## src/rtl/smm_pkg.sv

```systemverilog
package smm_pkg;

    typedef enum logic [2:0] {
        ST_RUN,
        ST_FLUSH,
        ST_DRAIN,
        ST_SAVE,
        ST_CLEAR,
        ST_JUMP,
        ST_SMM
    } seq_state_e;

    typedef struct packed {
        logic clr_if;
        logic blk_nmi;
        logic clr_tf;
        logic clr_dbg;
    } ctl_clear_t;

    localparam int unsigned DEF_ADDR_W      = 32;
    localparam int unsigned DEF_BURST_BEATS = 4;

    function automatic ctl_clear_t clear_all(input logic en);
        ctl_clear_t c;
        c.clr_if  = en;
        c.blk_nmi = en;
        c.clr_tf  = en;
        c.clr_dbg = en;
        return c;
    endfunction

endpackage

```

## src/rtl/smm_bus_tracker.sv

```systemverilog
module smm_bus_tracker #(
    parameter int unsigned BURST_BEATS = 4
) (
    input  logic clk,
    input  logic rst,
    input  logic cyc_start_i,
    input  logic cyc_burst_i,
    input  logic rdy_i,
    output logic idle_o
);
    localparam int unsigned CNT_W = $clog2(BURST_BEATS + 1);

    generate
        if (BURST_BEATS == 1) begin : g_single
            logic busy_q;
            always_ff @(posedge clk) begin
                if (rst)              busy_q <= 1'b0;
                else if (cyc_start_i) busy_q <= 1'b1;
                else if (rdy_i)       busy_q <= 1'b0;
            end
            // cyc_burst_i has no meaning when every cycle is one beat
            logic burst_unused;
            assign burst_unused = cyc_burst_i;
            assign idle_o = !busy_q && !cyc_start_i;
        end else begin : g_count
            logic [CNT_W-1:0] cnt_q;
            always_ff @(posedge clk) begin
                if (rst)
                    cnt_q <= '0;
                else if (cyc_start_i)
                    cnt_q <= cyc_burst_i ? CNT_W'(BURST_BEATS) : CNT_W'(1);
                else if (rdy_i && cnt_q != '0)
                    cnt_q <= cnt_q - CNT_W'(1);
            end
            assign idle_o = (cnt_q == '0) && !cyc_start_i;


            cnt_idle_chk: assert property (@(posedge clk) disable iff (rst)
                (cnt_q == '0 && !cyc_start_i) |=> (cnt_q == '0));
        end
    endgenerate

endmodule

```

## src/rtl/smm_base_reg.sv

```systemverilog
module smm_base_reg #(
    parameter int unsigned    ADDR_W  = 32,
    parameter logic [ADDR_W-1:0] RST_VAL = ADDR_W'(32'h0003_8000)
) (
    input  logic              clk,
    input  logic              rst,
    input  logic              we_i,
    input  logic [ADDR_W-1:0] wdata_i,
    output logic [ADDR_W-1:0] base_o
);
    logic [ADDR_W-1:0] base_q;

    always_ff @(posedge clk) begin
        if (rst)       base_q <= RST_VAL;
        else if (we_i) base_q <= wdata_i;
    end

    assign base_o = base_q;


    base_hold_chk: assert property (@(posedge clk) disable iff (rst)
        !we_i |=> $stable(base_o));

endmodule

```

## src/rtl/smm_entry_fsm.sv

```systemverilog
module smm_entry_fsm
    import smm_pkg::*;
(
    input  logic       clk,
    input  logic       rst,
    input  logic       smi_req_i,
    input  logic       retire_i,
    input  logic       bus_idle_i,
    input  logic       wbuf_empty_i,
    input  logic       save_done_i,
    input  logic       exit_i,
    output logic       flush_o,
    output logic       ack_o,
    output logic       save_valid_o,
    output ctl_clear_t clr_o,
    output logic       pc_load_o
);
    seq_state_e state_q;
    logic       pend_q;
    logic       ack_q;
    logic       recog;

    assign recog = retire_i && (pend_q || smi_req_i);

    always_ff @(posedge clk) begin
        if (rst) begin
            state_q <= ST_RUN;
            pend_q  <= 1'b0;
            ack_q   <= 1'b0;
        end else begin
            case (state_q)
                ST_RUN: begin
                    if (recog) begin
                        state_q <= ST_FLUSH;
                        pend_q  <= 1'b0;
                    end else if (smi_req_i) begin
                        pend_q  <= 1'b1;
                    end
                end
                ST_FLUSH: state_q <= ST_DRAIN;
                ST_DRAIN: begin
                    if (bus_idle_i && wbuf_empty_i) begin
                        state_q <= ST_SAVE;
                        ack_q   <= 1'b1;
                    end
                end
                ST_SAVE:  if (save_done_i) state_q <= ST_CLEAR;
                ST_CLEAR: state_q <= ST_JUMP;
                ST_JUMP:  state_q <= ST_SMM;
                ST_SMM: begin
                    if (exit_i) begin
                        state_q <= ST_RUN;
                        ack_q   <= 1'b0;
                    end
                end
                default:  state_q <= ST_RUN;
            endcase
        end
    end

    always_comb begin
        flush_o      = (state_q == ST_FLUSH);
        save_valid_o = (state_q == ST_SAVE);
        clr_o        = clear_all(state_q == ST_CLEAR);
        pc_load_o    = (state_q == ST_JUMP);
        ack_o        = ack_q;
    end


    ack_rise_chk: assert property (@(posedge clk) disable iff (rst)
        $rose(ack_q) |-> ($past(wbuf_empty_i) && $past(bus_idle_i)));


    ack_hold_chk: assert property (@(posedge clk) disable iff (rst)
        (ack_q && !exit_i) |=> ack_q);


    flush_pulse_chk: assert property (@(posedge clk) disable iff (rst)
        flush_o |=> !flush_o);


    clear_order_chk: assert property (@(posedge clk) disable iff (rst)
        clr_o.clr_if |=> (pc_load_o && !clr_o.clr_if));


    save_ack_chk: assert property (@(posedge clk) disable iff (rst)
        save_valid_o |-> ack_o);

endmodule

```

## src/rtl/smm_entry_seq.sv

```systemverilog
module smm_entry_seq
    import smm_pkg::*;
#(
    parameter int unsigned       ADDR_W      = DEF_ADDR_W,
    parameter int unsigned       BURST_BEATS = DEF_BURST_BEATS,
    parameter logic [ADDR_W-1:0] BASE_RST    = ADDR_W'(32'h0003_8000)
) (
    input  logic              clk,
    input  logic              rst,
    input  logic              smi_req_i,
    input  logic              retire_i,
    input  logic              cyc_start_i,
    input  logic              cyc_burst_i,
    input  logic              rdy_i,
    input  logic              wbuf_empty_i,
    input  logic              save_done_i,
    input  logic              exit_i,
    input  logic              base_we_i,
    input  logic [ADDR_W-1:0] base_wdata_i,
    output logic              flush_o,
    output logic              ack_o,
    output logic              save_valid_o,
    output logic              clr_if_o,
    output logic              blk_nmi_o,
    output logic              clr_tf_o,
    output logic              clr_dbg_o,
    output logic              pc_load_o,
    output logic [ADDR_W-1:0] pc_o
);
    logic       bus_idle;
    ctl_clear_t clr;

    smm_bus_tracker #(.BURST_BEATS(BURST_BEATS)) u_bus (
        .clk         (clk),
        .rst         (rst),
        .cyc_start_i (cyc_start_i),
        .cyc_burst_i (cyc_burst_i),
        .rdy_i       (rdy_i),
        .idle_o      (bus_idle)
    );

    smm_base_reg #(.ADDR_W(ADDR_W), .RST_VAL(BASE_RST)) u_base (
        .clk     (clk),
        .rst     (rst),
        .we_i    (base_we_i),
        .wdata_i (base_wdata_i),
        .base_o  (pc_o)
    );

    smm_entry_fsm u_fsm (
        .clk          (clk),
        .rst          (rst),
        .smi_req_i    (smi_req_i),
        .retire_i     (retire_i),
        .bus_idle_i   (bus_idle),
        .wbuf_empty_i (wbuf_empty_i),
        .save_done_i  (save_done_i),
        .exit_i       (exit_i),
        .flush_o      (flush_o),
        .ack_o        (ack_o),
        .save_valid_o (save_valid_o),
        .clr_o        (clr),
        .pc_load_o    (pc_load_o)
    );

    assign clr_if_o  = clr.clr_if;
    assign blk_nmi_o = clr.blk_nmi;
    assign clr_tf_o  = clr.clr_tf;
    assign clr_dbg_o = clr.clr_dbg;


    load_ack_chk: assert property (@(posedge clk) disable iff (rst)
        pc_load_o |-> (ack_o && !save_valid_o));

endmodule

```

## config.mk

```make
export PLATFORM = sky130hd
export DESIGN_NAME = smm_entry_seq
export DESIGN_NICKNAME = d
export VERILOG_FILES = /design/src/rtl/smm_pkg.sv /design/src/rtl/smm_bus_tracker.sv /design/src/rtl/smm_base_reg.sv /design/src/rtl/smm_entry_fsm.sv /design/src/rtl/smm_entry_seq.sv
export SDC_FILE = /design/constraint.sdc
export NUM_CORES = 1
export LEC_CHECK = 0
export BUFFER_PORTS_ARGS = -buffer_cell sky130_fd_sc_hd__clkbuf_2
export CAP_MARGIN = 15
export CELL_PAD_IN_SITES_DETAIL_PLACEMENT = 0
export CELL_PAD_IN_SITES_GLOBAL_PLACEMENT = 1
export CORE_ASPECT_RATIO = 1.5
export CORE_MARGIN = 4
export CORE_UTILIZATION = 33
export CTS_CLUSTER_SIZE = 30
export DETAILED_ROUTE_END_ITERATION = 7
export HOLD_SLACK_MARGIN = 0.03
export PLACE_DENSITY = 0.82
export REMOVE_ABC_BUFFERS = 1
export SETUP_SLACK_MARGIN = 0.15
export SYNTH_ARGS = -nofsm -noshare
export SYNTH_HDL_FRONTEND = slang
export SYNTH_SLANG_ARGS = --single-unit
export TNS_END_PERCENT = 50
```

## constraint.sdc

```tcl
create_clock -name clk -period 1.8 [get_ports clk]
set_clock_uncertainty 0.15 [all_clocks]
set_input_delay 0.09 -clock clk [delete_from_list [all_inputs] [get_ports clk]]
set_output_delay 0.09 -clock clk [all_outputs]
set_load 0.02 [all_outputs]
```

Word level (Yosys, flattened, before mapping)
Index checks and enable logic that the tools add are counted.

Logic and storage cells: 44. Register bits: 40. Output and inout bits: 40.

Eq/ne operators: 10. Reduce and logical (&&, ||, !) cells: 15. Add/sub/neg operators: 1. Multiplexer cells: 13.

Operators with widths (number): 3-bit two-way mux (7); 3-bit one-hot mux with 7 select lines (1); 3-bit equality test, second input constant (3); 3-bit by 2-bit equality test with 1-bit output, second input constant (2); 3-bit zero test (2); 2-bit nonzero test (3); 1-bit logical AND (4); 1-bit two-way mux (4); 2-bit by 1-bit != test with 1-bit output, second input constant (2); 2-bit != test, second input constant (2); 4-bit AND reduction (1); 3-bit by 1-bit equality test with 1-bit output, second input constant (1); 3-bit AND reduction (1); 3-bit nonzero test (1); 3-bit by 1-bit subtractor with 3-bit output, second input constant (1); 1-bit one-hot mux with 2 select lines (1); 2-bit AND reduction (1); 1-bit zero test (1); 1-bit logical OR (1).

Longest topological paths before layout
Depth in word-level cells: 5. Gate-level depth with buffers: 5. Depth with buffers taken out: 5.

Cells and area by module
From an unflattened synthesis, not the netlist that was laid out.

Cell total of the unflattened synthesis: 161. Area total of the unflattened synthesis: 1685.4 sq um.

By module, submodules not included: smm_base_reg (area each 1168.6 sq um, cells each 103, sequential area each 640.6 sq um, instances 1); smm_entry_fsm (area each 325.3 sq um, cells each 38, sequential area each 100.1 sq um, instances 1); smm_bus_tracker (area each 191.4 sq um, cells each 20, sequential area each 60.1 sq um, instances 1).

Worst setup path before layout
Ideal clock, no wire load.

Path type: flip-flop to output port. Start: register u_fsm.state_q[1]. End: output clr_dbg_o. Slack: 0.131 ns. Arrival time: 1.429 ns. Stages on the path, launching flop included: 4. Path buffers: 2. Required time: 1.560 ns. Cell sequence: dfxtp_1 -> buf_4 -> nor3b_1 -> buf_4.

Longest elaborated chain between the ends: 1.

Ends and longest elaborated chain: start, declared (line smm_entry_fsm.sv:18) `seq_state_e state_q;`; start signal, assigned (line smm_entry_fsm.sv:27) `state_q <= ST_RUN;`; start signal, assigned (line smm_entry_fsm.sv:34) `state_q <= ST_FLUSH;`; start signal, assigned (line smm_entry_fsm.sv:40) `ST_FLUSH: state_q <= ST_DRAIN;`; 3-bit equality test (line smm_entry_fsm.sv:64) `clr_o = clear_all(state_q == ST_CLEAR);`; end, declared (line smm_entry_seq.sv:26) `output logic clr_dbg_o,`.

Every way passes these cells.

Final worst setup path
Start: register u_fsm.state_q[1]. End: output save_valid_o.

Longest elaborated chain between the ends: 1.

Ends and longest elaborated chain: 3-bit by 2-bit equality test with 1-bit output (line smm_entry_fsm.sv:63) `save_valid_o = (state_q == ST_SAVE);`; end, declared (line smm_entry_seq.sv:22) `output logic save_valid_o,`.

Every way passes these cells.

==> out/metrics.yaml <==
drt:
  drc_errors: 0
  drt_iter0_markers: 61
  first_pass_iters: 4
  drt_wl_total_mm: 4.100
  via_per_inst: 4.453
  ant_nets: 0
  drt-wirelength-per-cell_um: 11.75
  vias: 1554
logic_synthesis:
  ys_seq_area_frac: 0.4765
  synthCells: 164
  synth_edf_count: 0
  synth_cell_types: 35
  synth_area_um2: 1680
  synth.yosys.warnings: 0
  async_flop_share: 0
  synth_top_flop_cell: "dfxtp_1"
  ys_ff_latch: 40
  synth_area_per_cell_um2: 10.25
sta:
  rsz0062_at_grt: "true"
  fmax_mhz: 628.2
  setup_viol: 0
  min_period_over_period: 0.8844
  min_period_ns: 1.592
  fin_setup_tns_ns: 0
  drv_slew: 0
  relSlewSlack: 0.6886
  final_hold_viol_count: 0
  worst_pin_slew_ns: 0.4664
global_route:
  antenna_found_initial: 0
  met1_usage: 0.1400
  grt_max_degree: 36
  gr-total-overflow: 0
  met2_usage: 0.2477
  top_usage_layer: "met2"
  grt_use_met3: 0.03774
  first_global_vias: 1556
  grt.total_usage: 0.1340
  grt_pass1_wl_mm: 6.658
die:
  die_w_um: 66.27
  ios: 83
  start_util: 0.3438
  die-area_um2: 6321
  num_rows: 31
  fp.dieH_um: 95.40
  core_um2: 4887
clocking:
  cts.clk_slew.worst_paths_ns: 0.07
  cts_root_buffer: "clkbuf_8"
  post_cts_buffers: 0
  cts.sinks: 40
  insertion_delay_ns: 0.28
  clock_path_buffers: 2
  htree_levels: 2
  cts_buffers: 5
  cts_tree: "yes"
final_layout:
  layout_commonest_cell: "clkbuf_2"
  synthToLayoutAreaGrowth_pct: 57.26
  diodes: 0
  utilization: 0.5407
  drive_above_1_share: 0.3569
  final_net_count: 327
  layout_common_cells: "82 x clkbuf_2, 41 x dlygate4sd3_1, 38 x dfxtp_1"
power_and_ir_drop:
  ir_drop_uv: 348.6
  powerDensity_nw_per_um2: 809.9
  p_leak_uw: 0.001294
run:
  drv_cap: 0
placed_design:
  dp_hpwl_mm: 2.695
  port_buffers: 82
  gp_congestion: 0.6750
critical_path:
  worst-path-max-fanout: 13
  critPathSlowestCell: "dfxtp_1"
  critPathCaptureType: "output pin"
  path_class: "reg -> out"
  start_kind: "register"
  crit_chain: "and3b_1, clkbuf_2"
  worstPathRequired_ns: 1.56
  arrival_ns: 1.35
  crit_path_max_incr_delay_ns: 0.61
hold_path:
  hold_path.class: "in -> reg"
status:
  status: "finished clean"
[power breakdown]
part	internal, uW	switching, uW
Combinational	226	211
Clock	411	296
Sequential	947	48.4
[flip-flops by register name (all words and copies together) (netlist names)]
signal               count
u_base.base_o           32
u_fsm.state_q            3
u_fsm.pend_q             1
u_bus.g_count.cnt_q      3
u_fsm.ack_o              1
[Yosys cell counts, types with 2 or more instances]
cell type | n | area (um2)
a211o_1 | 3 | 26.28
and3_1 | 2 | 12.51
nor2b_1 | 4 | 25.02
a211oi_1 | 2 | 15.01
mux2i_1 | 29 | 290.3
ha_1 | 2 | 25.02
dfxtp_1 | 40 | 800.8
buf_2 | 2 | 10.01
buf_6 | 2 | 22.52
a21oi_1 | 4 | 20.02
nor3_1 | 3 | 15.01
o21ai_0 | 3 | 15.01
buf_4 | 8 | 60.06
nor3b_1 | 2 | 15.01
clkbuf_1 | 3 | 11.26
inv_1 | 4 | 15.01
nor2_1 | 33 | 123.9
[worst max-delay path: cells and delay by family, from the launching register on]
| family | cells | cell delay (ns) |
|---|---|---|
| buffers and inverters | 1 | 0.18 |
| DFF | 1 | 0.61 |
| and+or+nand+nor | 1 | 0.27 |
[cell families after synthesis]
family	count (synthesis)	share of synthesized area
and+or+nand+nor	53	0.1638
DFF	40	0.4765
muxes	30	0.1817
AOI/OAI and AO/OA	20	0.09234
buffers and inverters	19	0.07073
adders and majority gates	2	0.01489
[timing repair]
item,in CTS,in global routing
hold buffers,41,0
endpoints found under the setup margin,4,7
gates resized for setup,1,2
endpoints found under the hold margin,40,0
[worst paths after layout]
check,start,to,cells past startpoint,slack [ns]
worst min register to register,u_base.base_o[7],u_base.base_o[7],2,0.34
worst max-delay path,u_fsm.state_q[1],save_valid_o,2,0.21
worst min-delay path,wbuf_empty_i,u_fsm.state_q[0],4,0.09
worst max register to register,u_bus.g_count.cnt_q[0],u_fsm.ack_o,5,0.37
[stage by stage]
stage               hold WS [ns]  area [um2]  instances  total power (uW)  setup slack (ns)
floorplan               0.004646        1577        149              1212           -0.7658
global route             0.09737        2643        349              2260           0.08865
CTS                      0.09004        2640        349              2172            0.1559
detailed placement        0.1429        2117        300              1383            0.3659
global placement          0.1381        2117        300              1377            0.3941
finish                   0.09341        2643        349              2140            0.2082
[layout make-up]
class                      instances  area (um2)
multi-input combinational        105       765.7
clock buffer                       6       72.57
timing repair buffer             126       868.3
fill                             472        2245
sequential                        40       803.3
inverter                           4       15.01
tap                               66       82.58
clock inverter                     2       35.03
[routing by layer]
metal  wire length [um]  vias to the layer above  part of all wire
met3                264                        2             0.064
met2               2193                       51              0.53
met4                 19                        0            0.0046
met5                  0                        -                 0
li1                   -                      799                 -
met1               1624                      702              0.40
Power figures use the tool's default switching activity.
